File: config.mk
export PLATFORM = sky130hd
export DESIGN_NAME = sqwave_nco
export DESIGN_NICKNAME = d
export VERILOG_FILES = /design/src/rtl/sqwave_nco_pkg.sv /design/src/rtl/nco_step_buf.sv /design/src/rtl/nco_phase_acc.sv /design/src/rtl/nco_wave_out.sv /design/src/rtl/sqwave_nco.sv
export SDC_FILE = /design/constraint.sdc
export NUM_CORES = 1
export LEC_CHECK = 0
export ABC_AREA = 1
export BUFFER_PORTS_ARGS = -buffer_cell sky130_fd_sc_hd__clkbuf_2
export CAP_MARGIN = 20
export CORE_ASPECT_RATIO = 0.5
export CORE_MARGIN = 2
export CORE_UTILIZATION = 40
export DETAILED_ROUTE_END_ITERATION = 6
export HOLD_SLACK_MARGIN = 0.05
export PLACE_DENSITY = 0.57
export SLEW_MARGIN = 0
export SYNTH_ARGS = -nofsm -noshare
export SYNTH_HDL_FRONTEND = slang
export SYNTH_SLANG_ARGS = --single-unit
File: constraint.sdc
create_clock -name clk -period 2.81 [get_ports clk]
set_clock_uncertainty 0.05 [all_clocks]
set_input_delay 0 -clock clk [delete_from_list [all_inputs] [get_ports clk]]
set_output_delay 0 -clock clk [all_outputs]
set_load 0.02 [all_outputs]
File: src/rtl/sqwave_nco_pkg.sv
package sqwave_nco_pkg;
  parameter int unsigned NCO_ACC_W = 20;
  parameter int unsigned NCO_STEP_W = 16;

  // Zero-extend a step value to the accumulator width.
  function automatic logic [NCO_ACC_W-1:0] widen_step(input logic [NCO_STEP_W-1:0] s);
    return {{(NCO_ACC_W-NCO_STEP_W){1'b0}}, s};
  endfunction
endpackage

File: src/rtl/nco_step_buf.sv
module nco_step_buf #(
  parameter int unsigned STEP_W = 16,
  localparam int unsigned HALF_W = STEP_W / 2
) (
  input  logic              clk,
  input  logic              rst,
  input  logic              hi_we,
  input  logic              lo_we,
  input  logic [HALF_W-1:0] wdata,
  output logic [STEP_W-1:0] step_q
);
  logic [HALF_W-1:0] stage_q;

  always_ff @(posedge clk) begin
    if (rst) begin
      stage_q <= '0;
      step_q  <= '0;
    end else begin
      if (hi_we) stage_q <= wdata;
      if (lo_we) step_q <= {stage_q, wdata};
    end
  end

  p_hi_stage_only_r2: assert property (@(posedge clk) disable iff (rst)
    (hi_we && !lo_we) |=> $stable(step_q));
  p_lo_commit_r3: assert property (@(posedge clk) disable iff (rst)
    lo_we |=> (step_q[HALF_W-1:0] == $past(wdata)));
endmodule

File: src/rtl/nco_phase_acc.sv
module nco_phase_acc
  import sqwave_nco_pkg::*;
#(
  parameter int unsigned ACC_W = NCO_ACC_W,
  parameter int unsigned STEP_W = NCO_STEP_W
) (
  input  logic              clk,
  input  logic              rst,
  input  logic              en,
  input  logic              clr,
  input  logic [STEP_W-1:0] step,
  output logic              carry
);
  logic [ACC_W-1:0] acc_q;
  logic [ACC_W:0]   sum;

  always_comb begin
    sum   = {1'b0, acc_q} + {1'b0, {{(ACC_W-STEP_W){1'b0}}, step}};
    carry = en && !clr && sum[ACC_W];
  end

  always_ff @(posedge clk) begin
    if (rst || clr) acc_q <= '0;
    else if (en)    acc_q <= sum[ACC_W-1:0];
  end

  p_clear_zero_r4: assert property (@(posedge clk) disable iff (rst)
    clr |=> (acc_q == '0));
  p_hold_disabled_r7: assert property (@(posedge clk) disable iff (rst)
    (!en && !clr) |=> $stable(acc_q));
  p_no_carry_idle_r7: assert property (@(posedge clk) disable iff (rst)
    (!en || clr) |-> !carry);
endmodule

File: src/rtl/nco_wave_out.sv
module nco_wave_out (
  input  logic clk,
  input  logic rst,
  input  logic en,
  input  logic pol_inv,
  input  logic carry,
  input  logic flag_clr,
  output logic wave_q,
  output logic level_q,
  output logic flag_q
);
  logic tog_q;
  logic tog_d;

  always_comb tog_d = tog_q ^ carry;

  always_ff @(posedge clk) begin
    if (rst) begin
      tog_q   <= 1'b0;
      level_q <= 1'b0;
      wave_q  <= 1'b0;
      flag_q  <= 1'b0;
    end else begin
      tog_q   <= tog_d;
      level_q <= en & tog_d;
      wave_q  <= (en & tog_d) ^ pol_inv;
      flag_q  <= (flag_q & ~flag_clr) | carry;
    end
  end

  p_flag_set_r5: assert property (@(posedge clk) disable iff (rst)
    carry |=> flag_q);
  p_flag_sticky_r5: assert property (@(posedge clk) disable iff (rst)
    (flag_q && !flag_clr) |=> flag_q);
  p_inactive_r7: assert property (@(posedge clk) disable iff (rst)
    !en |=> (!level_q && (wave_q == $past(pol_inv))));
  p_toggle_r1: assert property (@(posedge clk) disable iff (rst)
    (en && carry && $past(en) && !rst) |=> (level_q != $past(level_q)));
endmodule

File: src/rtl/sqwave_nco.sv
module sqwave_nco
  import sqwave_nco_pkg::*;
#(
  parameter int unsigned ACC_W = NCO_ACC_W,
  parameter int unsigned STEP_W = NCO_STEP_W,
  localparam int unsigned HALF_W = STEP_W / 2
) (
  input  logic              clk,
  input  logic              rst,
  input  logic              en,
  input  logic              pol_inv,
  input  logic              step_hi_we,
  input  logic              step_lo_we,
  input  logic [HALF_W-1:0] step_byte,
  input  logic              acc_clr,
  input  logic              flag_clr,
  output logic              wave_out,
  output logic              wave_level,
  output logic              ovf_flag
);
  logic [STEP_W-1:0] step;
  logic              carry;

  nco_step_buf #(.STEP_W(STEP_W)) i_step (
    .clk(clk), .rst(rst), .hi_we(step_hi_we), .lo_we(step_lo_we),
    .wdata(step_byte), .step_q(step));

  nco_phase_acc #(.ACC_W(ACC_W), .STEP_W(STEP_W)) i_acc (
    .clk(clk), .rst(rst), .en(en), .clr(acc_clr), .step(step), .carry(carry));

  nco_wave_out i_out (
    .clk(clk), .rst(rst), .en(en), .pol_inv(pol_inv), .carry(carry),
    .flag_clr(flag_clr), .wave_q(wave_out), .level_q(wave_level), .flag_q(ovf_flag));

  p_pol_relation_r6: assert property (@(posedge clk) disable iff (rst)
    1'b1 |=> (wave_out == (wave_level ^ $past(pol_inv))));
endmodule

==> impl_metrics.csv, run 1 <==
group,metric,value,unit
clock_tree,cts_resized,0,
critical_path,cp_max_fo,6,
sta,fin_crit,2.33,ns
die,row_count,21,
clock_tree,clk_pin_slew,0.07,ns
global_routing,grt_pass1_wl,10700,um
clock_tree,cts_buffers,5,
finish,finalInstanceArea,0.00318,sq mm
placed_design,hpwl,4800,um
detailed_routing,drc,0,
detailed_routing,drt-total-wl,6440,um
clock_tree,cts_root_buf,"clkbuf_16",
finish,diodes,0,
critical_path,reg2regPathDepth,11,
synthesis,synth_seq_cells,48,
die,core,0.00660,sq mm
synthesis,synth_area_leaders,"dfxtp_1 (36%), nor2_1 (14%), nand2_1 (8.7%), ha_1 (7.5%), o21ai_0 (6.3%)",
critical_path,worstSetupPathType,"flip-flop to flip-flop",
finish,num-fill-cells,677,
die,dieArea,0.00742,sq mm
finish,drive_above_1_share,9.43,%
power_and_ir_drop,leakage,1.65,nW
power_and_ir_drop,power_frac_comb,12.8,%
detailed_routing,drtAntennaViolNets,0,
flow_run,drv_cap,0,
power_and_ir_drop,ir_worst_vdd,0.000256,V
sta,max_freq,429,MHz
power_and_ir_drop,power,0.00165,W
synthesis,yosysSeqAreaShare,35.8,%
clock_tree,cts_tree,"built",
synthesis,yosysTopAreaCell,"dfxtp_1",
clock_tree,holdBufCountCts,15,
power_and_ir_drop,swShare,24.8,%
sta,tightestPinTransition,0.665,ns
finish,nNetsFinal,456,
detailed_routing,drtIter0Drc,138,
sta,setup_violations,0,
critical_path,r2r-end,"i_out.flag_q$_SDFF_PP0_",
placed_design,post-place-ws,0.824,ns
clock_tree,ctsHtreeMaxLevel,2,
global_routing,grt_pass1_vias,2255,
synthesis,yosys_warnings,0,
worst_hold_path,hold_path_end,"i_step.step_q[0]$_SDFFE_PP0P_",
critical_path,critPathLaunchType,"flip-flop",
sta,final.setup.tns,0,ns
detailed_routing,vias_per_cell,4.80,
die,io_pins,19,
global_routing,grt_overflow,0,
finish,area_growth,18.3,%
placed_design,io_buffers,18,
clock_tree,cts_max_path_buffers,2,
worst_hold_path,holdPathStages,3,
critical_path,end_kind,"flip-flop",
die,fp.dieW,120,um
clock_tree,cts.sinks,48,
sta,layout_setup_ws,0.480,ns
power_and_ir_drop,p_sw,0.000410,W
detailed_routing,vias,2477,
die,fp.dieH,61.9,um
synthesis,yosys.area.top_type_share,35.8,%
status,outcome,"finished, final reports clean",
detailed_routing,dr.pass1.iters,4,
power_and_ir_drop,pwr_density_cell,520,mW/mm^2
finish,final_common_cell,"nor2_1",
sta,period_share,82.9,%
power_and_ir_drop,p_clk_share,42.6,%
clock_tree,postCtsSetupBuffers,0,
clock_tree,clock_latency,0.29,ns
global_routing,grt_use_total,18.5,%
power_and_ir_drop,power_frac_seq,44.7,%
critical_path,cp.arrival,2.46,ns
sta,hold_viol_final,0,
finish,mostFrequentLayoutCells,"nor2_1 (97), nand2_1 (62), dfxtp_1 (48)",
synthesis,syn_nets,425,
synthesis,synth_cell_type_count,28,
sta,relSlewSlack,55.6,%
die,initial_core_util,40.7,%
power_and_ir_drop,p_int,0.00124,W
placed_design,routabilityCongestion,0.927,
synthesis,syn_area,0.00269,sq mm
detailed_routing,post_drt_wl_per_cell,12.5,um
sta,rsz0062_at_grt,"false",
global_routing,antenna_found_initial,0,
synthesis,postSynthCellCount,392,
finish,seqCellArea,961,sq um
worst_hold_path,min_from,"step_lo_we",
placed_design,dpl_cell_area,0.00285,sq mm
finish,multiInputGateArea,0.00153,sq mm
worst_hold_path,hold_path_class,"input port to flip-flop",
critical_path,r2r_setup_slack,0.48,ns
sta,whs,0.153,ns
critical_path,reg2reg_from,"i_acc.acc_q[0]$_SDFFE_PP0P_",
global_routing,grt_start_max_net_pins,31,
synthesis,postSynthAreaPerCell,6.85,sq um
critical_path,required,2.94,ns
sta,drv_slew,0,
-- metal layers --
layer  vias to the layer above  routed length, um  track usage, %
li1                       1322                  -               -
met5                         -                  0               0
met2                        39               2600            29.2
met3                         4                197            4.20
met1                      1112               3590            25.9
met4                         0                 42            5.38
-- logic make-up (layout without fill, tap and decap cells) --
logic type	Yosys count	after routing	share of synthesized area, %
AOI/OAI and AO/OA	66	66	13.4
adders and majority gates	17	17	8.20
buffers and inverters	49	81	7.13
and+or+nand+nor	204	204	32.9
xor gates and xnor gates	8	8	2.61
DFF	48	48	35.8
-- state kept, by name, indices dropped and copies added (netlist names) --
name,cells
i_acc.acc_q,20
i_step.step_q,16
i_step.stage_q,8
i_out.flag_q,1
i_out.level_q,1
i_out.tog_q,1
i_out.wave_q,1
-- power groups by stage --
stage / Combinational [W] / Clock, W / Sequential, W
floorplan: 0.000145 / 0 / 0.000743
global placement: 0.000190 / 0 / 0.000751
detailed placement: 0.000193 / 0 / 0.000753
CTS: 0.000210 / 0.000729 / 0.000737
global route: 0.000240 / 0.000756 / 0.000741
finish: 0.000211 / 0.000704 / 0.000738
-- through the flow --
step	std cells	utilization, %
floorplan	392	-
global placement	493	43.2
detailed placement	493	43.2
CTS	516	48.2
global route	516	48.2
finish	516	48.2
-- critical path: stages, from the launching register on --
cell,delay [ns]
dfxtp_1,0.32
ha_1,0.24
fa_1,0.41
nand2_1,0.08
nand2_1,0.08
nand3_1,0.11
nand2_2,0.09
nand2_2,0.09
nand2_4,0.08
nand2_4,0.08
a21oi_1,0.05
dlygate4sd3_1,0.54
-- cell type report --
cell class / count / share of cell area, %
clock buffers: 6 / 4.37
flip-flops and latches: 48 / 30.2
inverters: 40 / 4.73
well taps: 92 / 3.62
repair buffers: 33 / 7.56
clock inverters: 2 / 1.22
multi-input cells: 295 / 48.2
-- worst max-delay path by stage --
stage,from,endpoint,slack [ns],cells past startpoint
finish,i_acc.acc_q[0]$_SDFFE_PP0P_,i_out.flag_q$_SDFF_PP0_,0.48,11
global route,i_acc.acc_q[0]$_SDFFE_PP0P_,i_out.flag_q$_SDFF_PP0_,0.34,11
CTS,i_acc.acc_q[0]$_SDFFE_PP0P_,i_out.flag_q$_SDFF_PP0_,0.48,11
detailed placement,i_acc.acc_q[0]$_SDFFE_PP0P_,i_out.wave_q$_SDFF_PP0_,0.82,13
global placement,i_acc.acc_q[0]$_SDFFE_PP0P_,i_out.wave_q$_SDFF_PP0_,0.90,14
floorplan,i_acc.acc_q[0]$_SDFFE_PP0P_,i_out.wave_q$_SDFF_PP0_,1.01,14
-- synthesized netlist by cell type --
| master | n |
|---|---|
| nor2_1 | 97 |
| nand2_1 | 62 |
| dfxtp_1 | 48 |
| inv_1 | 39 |
| o21ai_0 | 34 |
| nand3_1 | 24 |
| a21oi_1 | 18 |
| ha_1 | 16 |
| xor2_1 | 8 |
| clkbuf_1 | 7 |
| a21o_1 | 6 |
| nand2_2 | 5 |
| nand4_1 | 5 |
| nand2_4 | 3 |
| o21ai_1 | 3 |
| a21oi_2 | 2 |
| and2_1 | 2 |
| nand3_2 | 2 |
| o211ai_1 | 2 |
| buf_1 | 1 |
| buf_6 | 1 |
| clkinv_1 | 1 |
| fa_1 | 1 |
| nand3b_1 | 1 |
| nor2_2 | 1 |
| nor3_4 | 1 |
| o21bai_1 | 1 |
| or2_1 | 1 |
(Power assumes the default switching activity.)
==> inputs of run 2 (changes only) <==
Settings changed: ABC_AREA 1 to 0.
Clock period 2.81 ns to 2.24 ns, I/O delays scaled along.
==> impl_metrics.csv, run 2 <==
group,metric,value,unit
status,outcome,"finished with violations",
status,failed_checks,"setup timing",
synthesis,yosys.area.top_type_share,37.4,%
global_routing,grt_use_total,17.0,%
clock_tree,cts_root_buf,"clkbuf_16",
finish,nNetsFinal,347,
finish,mostFrequentLayoutCells,"nor2_1 (46), dfxtp_1 (45), mux2i_1 (35)",
critical_path,cp.arrival,2.40,ns
synthesis,yosysMostFrequentCell,"dfxtp_1",
placed_design,io_buffers,18,
sta,layout_setup_ws,-0.0371,ns
placed_design,dpl_cell_area,0.00286,sq mm
finish,multiInputGateArea,0.00164,sq mm
detailed_routing,post_drt_wl_per_cell,13.8,um
detailed_routing,vias_per_cell,5.03,
detailed_routing,drc,0,
synthesis,yosysTopAreaCell,"dfxtp_1",
placed_design,hpwl,4020,um
critical_path,cpMaxStageDelayCell,"dfxtp_2",
critical_path,r2r-end,"i_out.wave_q$_SDFF_PP0_",
critical_path,worstSetupPathType,"flip-flop to flip-flop",
worst_hold_path,holdPathStages,4,
die,fp.dieH,60.6,um
power_and_ir_drop,ir_worst_vdd,0.000315,V
global_routing,grt_start_max_net_pins,31,
finish,final_core_util,52.8,%
power_and_ir_drop,leakage,1.53,nW
clock_tree,cts_buffers,5,
global_routing,grt_pass1_wl,9260,um
finish,finalInstanceArea,0.00324,sq mm
finish,largest-register,"i_acc.acc_q",
finish,top_regs,"i_acc.acc_q x20, i_step.step_q x16, i_step.stage_q x8",
critical_path,reg2regPathDepth,9,
sta,max_freq,439,MHz
worst_hold_path,min_from,"acc_clr",
die,row_count,20,
synthesis,syn_area,0.00257,sq mm
synthesis,yosys_warnings,0,
sta,period_share,102,%
finish,area_growth,26.2,%
finish,seqCellArea,965,sq um
critical_path,critPathMaxStageDelay,0.34,ns
sta,relSlewSlack,59.2,%
clock_tree,cts_max_path_buffers,2,
synthesis,yosysSeqAreaShare,37.4,%
sta,hold_viol_final,0,
clock_tree,clock_latency,0.28,ns
die,initial_core_util,41.9,%
synthesis,async_reset_ff_share,0,%
finish,largest_reg_flops,20,
sta,tightestPinTransition,0.612,ns
synthesis,synth_edf_count,0,
power_and_ir_drop,power,0.00199,W
finish,num-fill-cells,568,
synthesis,ys_top_cells_by_count,"dfxtp_1 (48), nor2_1 (46), mux2i_1 (35), ha_1 (16)",
finish,diodes,0,
detailed_routing,drtAntennaViolNets,0,
placed_design,post-place-ws,-0.128,ns
global_routing,grt_pass1_vias,1933,
die,core,0.00613,sq mm
critical_path,crit_path_cell_trace,"ha_4 > fa_2 > a211oi_2 > o21bai_2 > o21ai_4 > o311ai_4 > nand4b_4 > mux2i_1 > mux2_1",
clock_tree,ctsHtreeMaxLevel,2,
detailed_routing,drtIter0Drc,67,
synthesis,synth_seq_cells,48,
synthesis,syn_nets,304,
synthesis,synth_cell_type_count,49,
die,dieArea,0.00711,sq mm
clock_tree,cts_tree,"built",
sta,rsz0062_at_grt,"true",
flow_run,drv_cap,0,
power_and_ir_drop,pwr_density_cell,615,mW/mm^2
synthesis,synthFlopType,"dfxtp_1",
detailed_routing,drt-total-wl,5550,um
finish,drive_above_1_share,24.1,%
detailed_routing,vias,2028,
detailed_routing,dr.pass1.iters,4,
worst_hold_path,hold_path_class,"input port to flip-flop",
clock_tree,cts.sinks,48,
critical_path,required,2.36,ns
die,fp.dieW,117,um
worst_hold_path,hold_path_end,"i_acc.acc_q[13]$_SDFFE_PP0P_",
critical_path,reg2reg_from,"i_acc.acc_q[0]$_SDFFE_PP0P_",
critical_path,critPathLaunchType,"flip-flop",
sta,drv_slew,0,
global_routing,grt_overflow,0,
global_routing,antenna_found_initial,0,
synthesis,synth_area_leaders,"dfxtp_1 (37%), mux2i_1 (14%), ha_1 (7.8%), nor2_1 (6.7%), xor2_1 (3.8%)",
die,io_pins,19,
finish,final_common_cell,"nor2_1",
synthesis,postSynthAreaPerCell,9.47,sq um
critical_path,r2r_setup_slack,-0.04,ns
critical_path,cp_max_fo,3,
placed_design,routabilityCongestion,0.864,
critical_path,end_kind,"flip-flop",
sta,fin_crit,2.28,ns
sta,setup_violations,1,
synthesis,postSynthCellCount,271,
clock_tree,clk_pin_slew,0.07,ns
-- run 2: cells by family after synthesis --
logic type	Yosys count	share of synthesized area, %
simple gates	89	16.3
flops	48	37.4
mux	36	14.1
fa+ha+maj	17	8.58
compound gates	51	15.7
buf+inv	14	2.39
xor+xnor	16	5.46
-- run 2: metal layers --
layer	vias to the layer above	routed length (um)	global-route usage, %
li1	1042	-	-
met1	954	3020	23.8
met2	27	2310	27.0
met3	5	185	3.70
met4	0	43	4.54
met5	-	0	0
-- run 2: through the flow --
stage	hold WS (ns)	cells	setup TNS, ns
after floorplan	0.0972	271	-0.0910
after global placement	0.199	383	-0.126
after detailed placement	0.215	383	-0.193
after CTS	0.101	402	-0.0500
after global routing	0.144	403	-0.390
final	0.104	403	-0.0371
-- run 2: layout make-up --
type | count | share of cell area [%]
clock inverters | 2 | 1.20
inverters | 2 | 0.232
flip-flops and latches | 48 | 29.8
repair buffers | 48 | 10.5
clock buffers | 6 | 4.29
multi-input cells | 209 | 50.6
well taps | 88 | 3.40
-- run 2: what timing repair did --
action,CTS,global route
endpoints found under the hold margin,18,0
pin swaps,2,1
hold buffers,10,0
setup endpoints to repair,5,8
cloned,0,0
buffers inserted,1,1
resized for setup,6,9
-- run 2: power by group --
| part | internal (W) | switching, W | leakage [nW] | total [W] |
|---|---|---|---|---|
| Clock | 0.000559 | 0.000325 | 0.0871 | 0.000884 |
| Sequential | 0.000882 | 0.0000207 | 0.392 | 0.000903 |
| Combinational | 0.000100 | 0.000105 | 1.05 | 0.000205 |
| Total | 0.00154 | 0.000450 | 1.53 | 0.00199 |
-- run 2: how the worst max path moves through the flow --
stage | from | to | slack [ns] | cells past startpoint
global placement | i_acc.acc_q[0]$_SDFFE_PP0P_ | i_out.wave_q$_SDFF_PP0_ | -0.11 | 9
CTS | i_acc.acc_q[0]$_SDFFE_PP0P_ | i_out.wave_q$_SDFF_PP0_ | -0.05 | 9
detailed placement | i_acc.acc_q[0]$_SDFFE_PP0P_ | i_out.wave_q$_SDFF_PP0_ | -0.13 | 9
global route | i_step.step_q[11]$_SDFFE_PP0P_ | i_out.wave_q$_SDFF_PP0_ | -0.17 | 8
finish | i_acc.acc_q[0]$_SDFFE_PP0P_ | i_out.wave_q$_SDFF_PP0_ | -0.04 | 9
floorplan | i_acc.acc_q[0]$_SDFFE_PP0P_ | i_out.wave_q$_SDFF_PP0_ | -0.09 | 9
-- run 2: critical path, delay by kind of cell (launching register included) --
kind | cells | cell delay, ns
multiplexers | 2 | 0.53
AO/OA/AOI/OAI | 4 | 0.62
adder cells (fa/ha/maj) | 2 | 0.50
AND/OR/NAND/NOR | 1 | 0.13
flip-flops | 1 | 0.34
